===== src/rtl/dlport_pkg.sv =====
package dlport_pkg;
    localparam int BYTE_W = 8;
    localparam int ADDR_W = 2 * BYTE_W;

    typedef enum logic [2:0] {
        ST_IDLE,
        ST_ARMED,
        ST_ADDR_LO,
        ST_ADDR_HI,
        ST_STREAM
    } dl_state_e;

    typedef struct packed {
        logic              hit;
        logic              is_jump;
        logic              is_dl;
        logic              is_term;
        logic [BYTE_W-1:0] data;
    } cmd_t;

    function automatic logic [ADDR_W-1:0] join_addr(input logic [BYTE_W-1:0] lo,
                                                    input logic [BYTE_W-1:0] hi);
        return {hi, lo};
    endfunction
endpackage


===== src/rtl/dlport_decode.sv =====
module dlport_decode
    import dlport_pkg::*;
#(
    parameter int              OFS_W    = 4,
    parameter int              CMD_OFS  = 5,
    parameter logic [BYTE_W-1:0] JUMP_CMD = 8'h57,
    parameter logic [BYTE_W-1:0] DL_CMD   = 8'hAA,
    parameter logic [BYTE_W-1:0] TERM_CMD = 8'h79
) (
    input  logic              wr_en,
    input  logic [OFS_W-1:0]  wr_ofs,
    input  logic [BYTE_W-1:0] wr_data,
    output cmd_t              cmd
);
    localparam logic [OFS_W-1:0] PORT_OFS = OFS_W'(CMD_OFS);

    always_comb begin
        cmd.hit     = wr_en && (wr_ofs == PORT_OFS);
        cmd.is_jump = (wr_data == JUMP_CMD);
        cmd.is_dl   = (wr_data == DL_CMD);
        cmd.is_term = (wr_data == TERM_CMD);
        cmd.data    = wr_data;
    end
endmodule


===== src/rtl/dlport_fsm.sv =====
module dlport_fsm
    import dlport_pkg::*;
(
    input  logic clk,
    input  logic rst,
    input  cmd_t cmd,
    output logic load_lo,
    output logic load_hi,
    output logic push,
    output logic busy_o,
    output logic armed_o
);
    dl_state_e state_q, state_d;

    always_comb begin
        state_d = state_q;
        unique case (state_q)
            ST_IDLE:    if (cmd.hit && cmd.is_jump) state_d = ST_ARMED;
            ST_ARMED:   if (cmd.hit && cmd.is_dl)   state_d = ST_ADDR_LO;
            ST_ADDR_LO: if (cmd.hit)                state_d = ST_ADDR_HI;
            ST_ADDR_HI: if (cmd.hit)                state_d = ST_STREAM;
            ST_STREAM:  if (cmd.hit && cmd.is_term) state_d = ST_IDLE;
            default:                                state_d = ST_IDLE;
        endcase
    end

    always_ff @(posedge clk) begin
        if (rst) state_q <= ST_IDLE;
        else     state_q <= state_d;
    end

    always_comb begin
        load_lo = (state_q == ST_ADDR_LO) && cmd.hit;
        load_hi = (state_q == ST_ADDR_HI) && cmd.hit;
        push    = (state_q == ST_STREAM) && cmd.hit && !cmd.is_term;
        busy_o  = (state_q == ST_ADDR_LO) || (state_q == ST_ADDR_HI) ||
                  (state_q == ST_STREAM);
        armed_o = (state_q != ST_IDLE);
    end

    // a byte that misses the command port leaves the state unchanged
    a_r2_stray_write_holds: assert property (@(posedge clk) disable iff (rst)
        !cmd.hit |=> state_q == $past(state_q));

    // from the unarmed state no download can begin
    a_r4_dl_needs_arm: assert property (@(posedge clk) disable iff (rst)
        (state_q == ST_IDLE) |=> !busy_o);

    // busy rises only on the download byte while armed
    a_r5_busy_entry: assert property (@(posedge clk) disable iff (rst)
        $rose(busy_o) |-> $past(state_q == ST_ARMED && cmd.hit && cmd.is_dl));

    // the terminate byte during payload returns to unarmed idle
    a_r7_term_ends: assert property (@(posedge clk) disable iff (rst)
        (state_q == ST_STREAM && cmd.hit && cmd.is_term) |=> !armed_o && !busy_o);
endmodule


===== src/rtl/dlport_addr.sv =====
module dlport_addr
    import dlport_pkg::*;
(
    input  logic              clk,
    input  logic              rst,
    input  logic              load_lo,
    input  logic              load_hi,
    input  logic              push,
    input  logic [BYTE_W-1:0] data,
    output logic              ram_we,
    output logic [ADDR_W-1:0] ram_addr,
    output logic [BYTE_W-1:0] ram_data
);
    logic [BYTE_W-1:0] lo_q;
    logic [ADDR_W-1:0] ptr_q;

    always_ff @(posedge clk) begin
        if (rst) begin
            ram_we   <= 1'b0;
            ram_addr <= '0;
            ram_data <= '0;
            lo_q     <= '0;
            ptr_q    <= '0;
        end else begin
            ram_we <= push;
            if (load_lo) lo_q  <= data;
            if (load_hi) ptr_q <= join_addr(lo_q, data);
            if (push) begin
                ram_addr <= ptr_q;
                ram_data <= data;
                ptr_q    <= ptr_q + 1'b1;
            end
        end
    end

    // back-to-back payload writes land on consecutive addresses
    a_r6_addr_steps: assert property (@(posedge clk) disable iff (rst)
        (ram_we && $past(ram_we)) |-> ram_addr == $past(ram_addr) + 1'b1);
endmodule


===== src/rtl/dlport_ctrl.sv =====
module dlport_ctrl
    import dlport_pkg::*;
#(
    parameter int              OFS_W    = 4,
    parameter int              CMD_OFS  = 5,
    parameter logic [7:0]      JUMP_CMD = 8'h57,
    parameter logic [7:0]      DL_CMD   = 8'hAA,
    parameter logic [7:0]      TERM_CMD = 8'h79
) (
    input  logic              clk,
    input  logic              rst,
    input  logic              wr_en,
    input  logic [OFS_W-1:0]  wr_ofs,
    input  logic [7:0]        wr_data,
    output logic              ram_we,
    output logic [15:0]       ram_addr,
    output logic [7:0]        ram_data,
    output logic              armed,
    output logic              busy
);
    cmd_t cmd;
    logic load_lo, load_hi, push;

    dlport_decode #(
        .OFS_W(OFS_W), .CMD_OFS(CMD_OFS),
        .JUMP_CMD(JUMP_CMD), .DL_CMD(DL_CMD), .TERM_CMD(TERM_CMD)
    ) u_decode (
        .wr_en(wr_en), .wr_ofs(wr_ofs), .wr_data(wr_data), .cmd(cmd)
    );

    dlport_fsm u_fsm (
        .clk(clk), .rst(rst), .cmd(cmd),
        .load_lo(load_lo), .load_hi(load_hi), .push(push),
        .busy_o(busy), .armed_o(armed)
    );

    dlport_addr u_addr (
        .clk(clk), .rst(rst),
        .load_lo(load_lo), .load_hi(load_hi), .push(push), .data(cmd.data),
        .ram_we(ram_we), .ram_addr(ram_addr), .ram_data(ram_data)
    );

    // a RAM write only follows a cycle in which a download was open
    a_r6_we_while_busy: assert property (@(posedge clk) disable iff (rst)
        ram_we |-> $past(busy));

    // a download in progress implies the port is armed
    a_r5_busy_armed: assert property (@(posedge clk) disable iff (rst)
        busy |-> armed);
endmodule


===== config.mk =====
export PLATFORM = sky130hd
export DESIGN_NAME = dlport_ctrl
export DESIGN_NICKNAME = d
export VERILOG_FILES = /design/src/rtl/dlport_pkg.sv /design/src/rtl/dlport_decode.sv /design/src/rtl/dlport_fsm.sv /design/src/rtl/dlport_addr.sv /design/src/rtl/dlport_ctrl.sv
export SDC_FILE = /design/constraint.sdc
export NUM_CORES = 1
export LEC_CHECK = 0
export CORE_MARGIN = 4
export CORE_UTILIZATION = 35
export CTS_BUF_LIST = sky130_fd_sc_hd__clkbuf_4 sky130_fd_sc_hd__clkbuf_8 sky130_fd_sc_hd__clkbuf_16
export DETAILED_ROUTE_END_ITERATION = 10
export PLACE_DENSITY_LB_ADDON = 0.2
export SLEW_MARGIN = 20
export SYNTH_ARGS = -nofsm -noshare
export SYNTH_HDL_FRONTEND = slang
export SYNTH_HIERARCHICAL = 1
export SYNTH_SLANG_ARGS = --single-unit

===== constraint.sdc =====
create_clock -name clk -period 3.7 [get_ports clk]
set_input_delay 0.74 -clock clk [delete_from_list [all_inputs] [get_ports clk]]
set_output_delay 0.74 -clock clk [all_outputs]
set_load 0.02 [all_outputs]

Yosys cells after proc, flatten, opt, wreduce, memory -nomap -nowiden
Cells that the tools add are included.
{"block": "classes", "addsub": 1, "n_eq_ne": 13, "muxes": 8, "reduce_logical": 15}
{"operator": "2-to-1 mux 16 bit", "n": 2}
{"operator": "adder 16 x 1 -> 16 bit, second input constant", "n": 1}
{"operator": "equality test 8 x 7 -> 1 bit, second input constant", "n": 2}
{"operator": "2-to-1 mux 3 bit", "n": 5}
{"operator": "case mux 3 bit (5 select lines)", "n": 1}
{"operator": "!= test 2 x 1 -> 1 bit, second input constant", "n": 5}
{"operator": "equality test 8 bit, second input constant", "n": 1}
{"operator": "logical AND 1 bit", "n": 8}
{"operator": "equality test 3 x 2 -> 1 bit, second input constant", "n": 2}
{"operator": "AND reduction 5 bit", "n": 1}
{"operator": "equality test 4 x 3 -> 1 bit, second input constant", "n": 1}
{"operator": "equality test 3 x 1 -> 1 bit, second input constant", "n": 1}
{"operator": "equality test 3 bit, second input constant", "n": 1}
{"operator": "zero test 3 bit", "n": 1}
{"operator": "nonzero test 3 bit", "n": 1}
{"operator": "logical OR 1 bit", "n": 2}
{"operator": "nonzero test 2 bit", "n": 1}
{"operator": "zero test 1 bit", "n": 1}
{"block": "word_totals", "ff_bits": 52, "in_bits": 15, "output_inout_bits": 27, "elab_cells": 43}

Longest topological paths before layout
{"block": "logic_depth", "ltp_word": 5, "mapped_depth": 9, "ltp_nobuf": 8}

Modules after synthesis
The synthesis kept the hierarchy.
{"module": "dlport_addr", "n_inst": 1, "cells_each": 259, "area_per_inst_um2": 2352.3, "seq_area_each_um2": 980.9}
{"module": "dlport_fsm", "n_inst": 1, "cells_each": 20, "area_per_inst_um2": 185.2, "seq_area_each_um2": 60.1}
{"module": "dlport_decode", "n_inst": 1, "cells_each": 17, "area_per_inst_um2": 137.6, "seq_area_each_um2": 0.0}

Worst setup path after synthesis
OpenSTA, ideal clock, no wires.
{"block": "synth_timing", "path_kind": "in2reg", "from": "input wr_ofs[3]", "to": "register u_addr.ptr_q[11]", "setup_time_ps": 120, "t_arrival_ps": 2474, "required_ps": 3580, "path_slack_ps": 1106, "stages": 7, "n_path_buf": 0, "cell_sequence": "nand4b_1 -> nor2_1 -> nor3b_2 -> nand3_1 -> or4_4 -> mux2_4 -> o31a_1"}
{"element": "start, declared", "line": "dlport_ctrl.sv:13", "source": "input logic [OFS_W-1:0] wr_ofs,"}
{"element": "end signal, assigned", "line": "dlport_addr.sv:27", "source": "if (load_hi) ptr_q <= join_addr(lo_q, data);"}
{"element": "end signal, assigned", "line": "dlport_addr.sv:31", "source": "ptr_q <= ptr_q + 1'b1;"}
{"element": "end, declared", "line": "dlport_addr.sv:15", "source": "logic [ADDR_W-1:0] ptr_q;"}

==> implementation parameters <==
Parameter                              Value

Hold path
  Endpoint with the worst hold slack ... u_addr/ram_addr[14]$_SDFFE_PP0P_
  Hold/Removal Path Class ... flip-flop to flip-flop
  Startpoint of the tightest hold check path ... u_addr/ram_addr[14]$_SDFFE_PP0P_
  Cell depth of the worst hold path ... 2

Synth
  Post-synthesis average cell area ... 9.037 sq um
  Total number of yosys warnings ... 6
  Instance count of the mapped netlist ... 296
  Post-synthesis sequential element count ... 52
  Seq/Total Area, Yosys ... 38.91%
  Syn nets ... 312
  Number of distinct standard cells referenced by the synthesized netlist ... 62
  Cell area after synthesis ... 2675 sq um
  Number of synthesized flops with an enable pin ... 0
  Ys async rst share ... 0%
  Dominant register cell in the synthesized netlist ... sky130_fd_sc_hd__dfxtp_1

Worst setup path
  Buffering stage count on the worst path with inverters included ... 1
  Crit. path cell count ... 8
  Setup crit end kind ... flip-flop
  Critical Path Start Type ... primary input
  FF-to-FF Start ... u_fsm/state_q[1]$_SDFFE_PP0P_
  Endpoint arrival time on the critical path ... 3180 ps
  Req. time, crit path ... 3910 ps
  Master of the slowest instance on the critical path ... sky130_fd_sc_hd__clkdlybuf4s50_1
  Delay of the slowest cell on the worst path ... 540 ps
  Worst Setup Path Type ... primary input to flip-flop
  Worst-case reg-to-reg path depth ... 6
  Launch point of the worst path ... wr_data[7]
  Largest delay contributor family on the critical path ... simple AND/OR/NAND/NOR gates
  R2r setup slk ... 1300 ps
  Endpoint of the most critical register-to-register path ... u_addr/ptr_q[11]$_SDFFE_PP0P_
  Max FO, Critical Path ... 5
  Worst-path cell chain ... clkdlybuf4s50_1 -> nand4b_1 -> and4bb_1 -> nor3b_4 -> nand3_1 -> or4_4 -> mux2_4 -> o31a_1

Floorplanning
  Core Footprint ... 7331 sq um
  Standard-cell rows ... 31
  Die span in y ... 95.43 um
  DIE WIDTH ... 95.43 um
  DIE AREA ... 9106 sq um
  Effective utilization at floorplan ... 36.49%
  Number of top-level pins ... 42

Timing
  Final count of negative-setup-slack endpoints ... 0
  Least-Margin Pin Slew ... 658.7 ps
  TNS Setup ... 0 ps
  Upper clock frequency limit ... 336.5 MHz
  Worst clock skew on the final layout ... 4.222 ps
  RSZ-0062 raised after global routing ... false
  Min Clock Period, post-route ... 2972 ps
  Post-layout worst setup margin ... 728.2 ps
  Relative slew slack ... 55.68%
  Final hold viol count ... 0
  Tcrit/Tclk final ... 80.32%
  Final Max Tran Viols ... 0

CTS
  Clock buffers created by TritonCTS ... 5
  Clock transition at the registers of the reported paths ... 100 ps
  Clock Latency Late Sink ... 310 ps
  H-tree level count ... 2
  Post-CTS setup buffers ... 0
  Buffers from clock root to sink, at most ... 2
  Number of clock sinks ... 52
  Number of gates resized after cts ... 0
  Hold buffers post-CTS ... 0
  Root Buffer Master ... sky130_fd_sc_hd__clkbuf_8
  TritonCTS clock tree ... yes

Detailed routing
  Via density ... 5.129
  Drt pass-1 iters ... 5
  Routed Antenna Nets ... 0
  Routed length per placed instance ... 14.85 um
  Residual DRC ... 0
  Total wire length after detailed routing ... 6.311 mm
  Violation count after the first detailed-routing iteration ... 126
  Total via count in the routed design ... 2,180

Job
  Count of max-cap constraint violations ... 0

Global routing
  Number of antenna violations at the first check in global routing ... 0
  Pin count of the biggest net entering global routing ... 51
  Global-route total usage across every layer ... 14.78%
  Total global routing overflow ... 0
  Global-route wire length before repair ... 10.44 mm
  Via count of the first global-routing pass ... 2,100

Power and ir drop
  Static Leak ... 1.056 nW
  Maximum vdd drop ... 151.2 uV
  Power density relative to cell area ... 293.5 nW/um^2

Cells and area
  Commonest cells after routing, fill and taps aside ... 52 x sky130_fd_sc_hd__dfxtp_1, 42 x sky130_fd_sc_hd__nor2_1, 40 x sky130_fd_sc_hd__clkdlybuf4s50_1
  Ant. Diodes ... 0
  Commonest non-fill, non-tap cell in the layout ... sky130_fd_sc_hd__dfxtp_1
  Net count, final ... 341
  Number of fill cells in the layout ... 738
  Share of final-layout standard cells stronger than drive strength 1 ... 10.12%
  Multi-input combinational cell area ... 1430 sq um
  Relative area change from synthesis to final layout ... 19.22%
  Sequential cell area ... 1041 sq um

Placed design
  Placement-stage worst setup slack ... 426.9 ps
  IO Port Bufs ... 41
  Detailed-placement wirelength estimate ... 4.472 mm
  Routability cong. ... 0.8906

Run status
  Run status ... finished clean
worst max path at each step:
stage	end	slack, ps
after global placement	u_addr/ptr_q[11]$_SDFFE_PP0P_	490
after global routing	u_addr/ptr_q[10]$_SDFFE_PP0P_	590
after CTS	u_addr/ptr_q[11]$_SDFFE_PP0P_	760
after floorplan	u_addr/ptr_q[11]$_SDFFE_PP0P_	1110
after detailed placement	u_addr/ptr_q[11]$_SDFFE_PP0P_	430
final	u_addr/ptr_q[11]$_SDFFE_PP0P_	730
worst reg2reg max path, cell delays in order (launching register included):
cell and delay (ps):
sky130_fd_sc_hd__dfxtp_1 370, sky130_fd_sc_hd__or3b_4 440, sky130_fd_sc_hd__nor3b_4 290, sky130_fd_sc_hd__nand3_1 190, sky130_fd_sc_hd__or4_4 470, sky130_fd_sc_hd__mux2_4 310, sky130_fd_sc_hd__o31a_1 230
state kept, by name, indices dropped and copies added, names as in the netlist:
signal           count
u_addr/ram_data      8
u_addr/ram_we        1
u_addr/ram_addr     16
u_fsm/state_q        3
u_addr/ptr_q        16
u_addr/lo_q          8
power by group:
group          switching, mW  internal, mW  leakage [nW]
logic                 0.0203        0.0187         0.589
clock network          0.202         0.136        0.0485
registers         0.00000331         0.559         0.419
total                  0.222         0.714          1.06
stage by stage:
step           instance area (sq um)  cells  power (mW)  hold slack (ps)  util, %
3_3_place_gp                    3098    417      0.6118            452.9    42.26
2_1_floorplan                   2675    296      0.5930            460.1        -
6_report                        3189    425      0.9361            468.2    43.51
3_5_place_dp                    3098    417      0.6122            455.9    42.26
4_1_cts                         3189    425      0.9495            471.1    43.51
5_1_grt                         3189    425      0.9740            505.5    43.51
Yosys cell counts (2+ instances only):
library cell	number	area, sq um
sky130_fd_sc_hd__a211oi_1	7	52.55
sky130_fd_sc_hd__a21oi_1	13	65.06
sky130_fd_sc_hd__a31oi_1	3	18.77
sky130_fd_sc_hd__a41oi_1	3	26.28
sky130_fd_sc_hd__and2_1	2	12.51
sky130_fd_sc_hd__and3_1	2	12.51
sky130_fd_sc_hd__and4bb_1	2	25.02
sky130_fd_sc_hd__buf_1	4	15.01
sky130_fd_sc_hd__buf_4	10	75.07
sky130_fd_sc_hd__clkbuf_1	9	33.78
sky130_fd_sc_hd__clkbuf_8	2	27.53
sky130_fd_sc_hd__dfxtp_1	52	1041
sky130_fd_sc_hd__inv_1	6	22.52
sky130_fd_sc_hd__mux2_2	2	22.52
sky130_fd_sc_hd__mux2i_1	34	340.3
sky130_fd_sc_hd__nand2_1	22	82.58
sky130_fd_sc_hd__nand2b_1	3	18.77
sky130_fd_sc_hd__nand3_1	7	35.03
sky130_fd_sc_hd__nand3b_1	7	52.55
sky130_fd_sc_hd__nand4_1	4	25.02
sky130_fd_sc_hd__nand4b_1	2	17.52
sky130_fd_sc_hd__nor2_1	42	157.7
sky130_fd_sc_hd__nor2b_1	4	25.02
sky130_fd_sc_hd__nor3_1	2	10.01
sky130_fd_sc_hd__nor4_1	5	31.28
sky130_fd_sc_hd__o21a_1	3	22.52
sky130_fd_sc_hd__o21ai_0	3	15.01
sky130_fd_sc_hd__o31ai_1	2	15.01
sky130_fd_sc_hd__o32ai_1	2	17.52
sky130_fd_sc_hd__xnor2_1	2	17.52
sky130_fd_sc_hd__xor2_1	4	35.03
metal layers:
| layer | up-vias | wire (um) | GRT usage, % |
|---|---|---|---|
| li1 | 1115 | - | - |
| met1 | 1014 | 3065 | 19.43 |
| met2 | 41 | 2930 | 24.20 |
| met3 | 10 | 176 | 2.526 |
| met4 | 0 | 138 | 5.569 |
| met5 | - | 0 | 0 |
area by class of cell:
type                    count  share of cell area [%]
multi-input cells         209                   44.84
flip-flops and latches     52                   32.64
repair buffers             51                   15.06
well taps                  99                   3.884
clock buffers               5                   2.158
clock inverters             3                  0.7062
inverters                   6                  0.7062
cells by family (layout without fill, tap and decap cells):
kind of cell | after synthesis | count (layout) | share of synthesized area (%)
DFF | 52 | 52 | 38.91
adders and majority gates | 1 | 1 | 0.4677
buffers and inverters | 35 | 65 | 7.857
and+or+nand+nor | 119 | 119 | 24.51
AOI/OAI and AO/OA | 46 | 46 | 12.16
xor gates and xnor gates | 6 | 6 | 1.964
muxes | 37 | 37 | 14.13
Power figures use the tool's default switching activity.
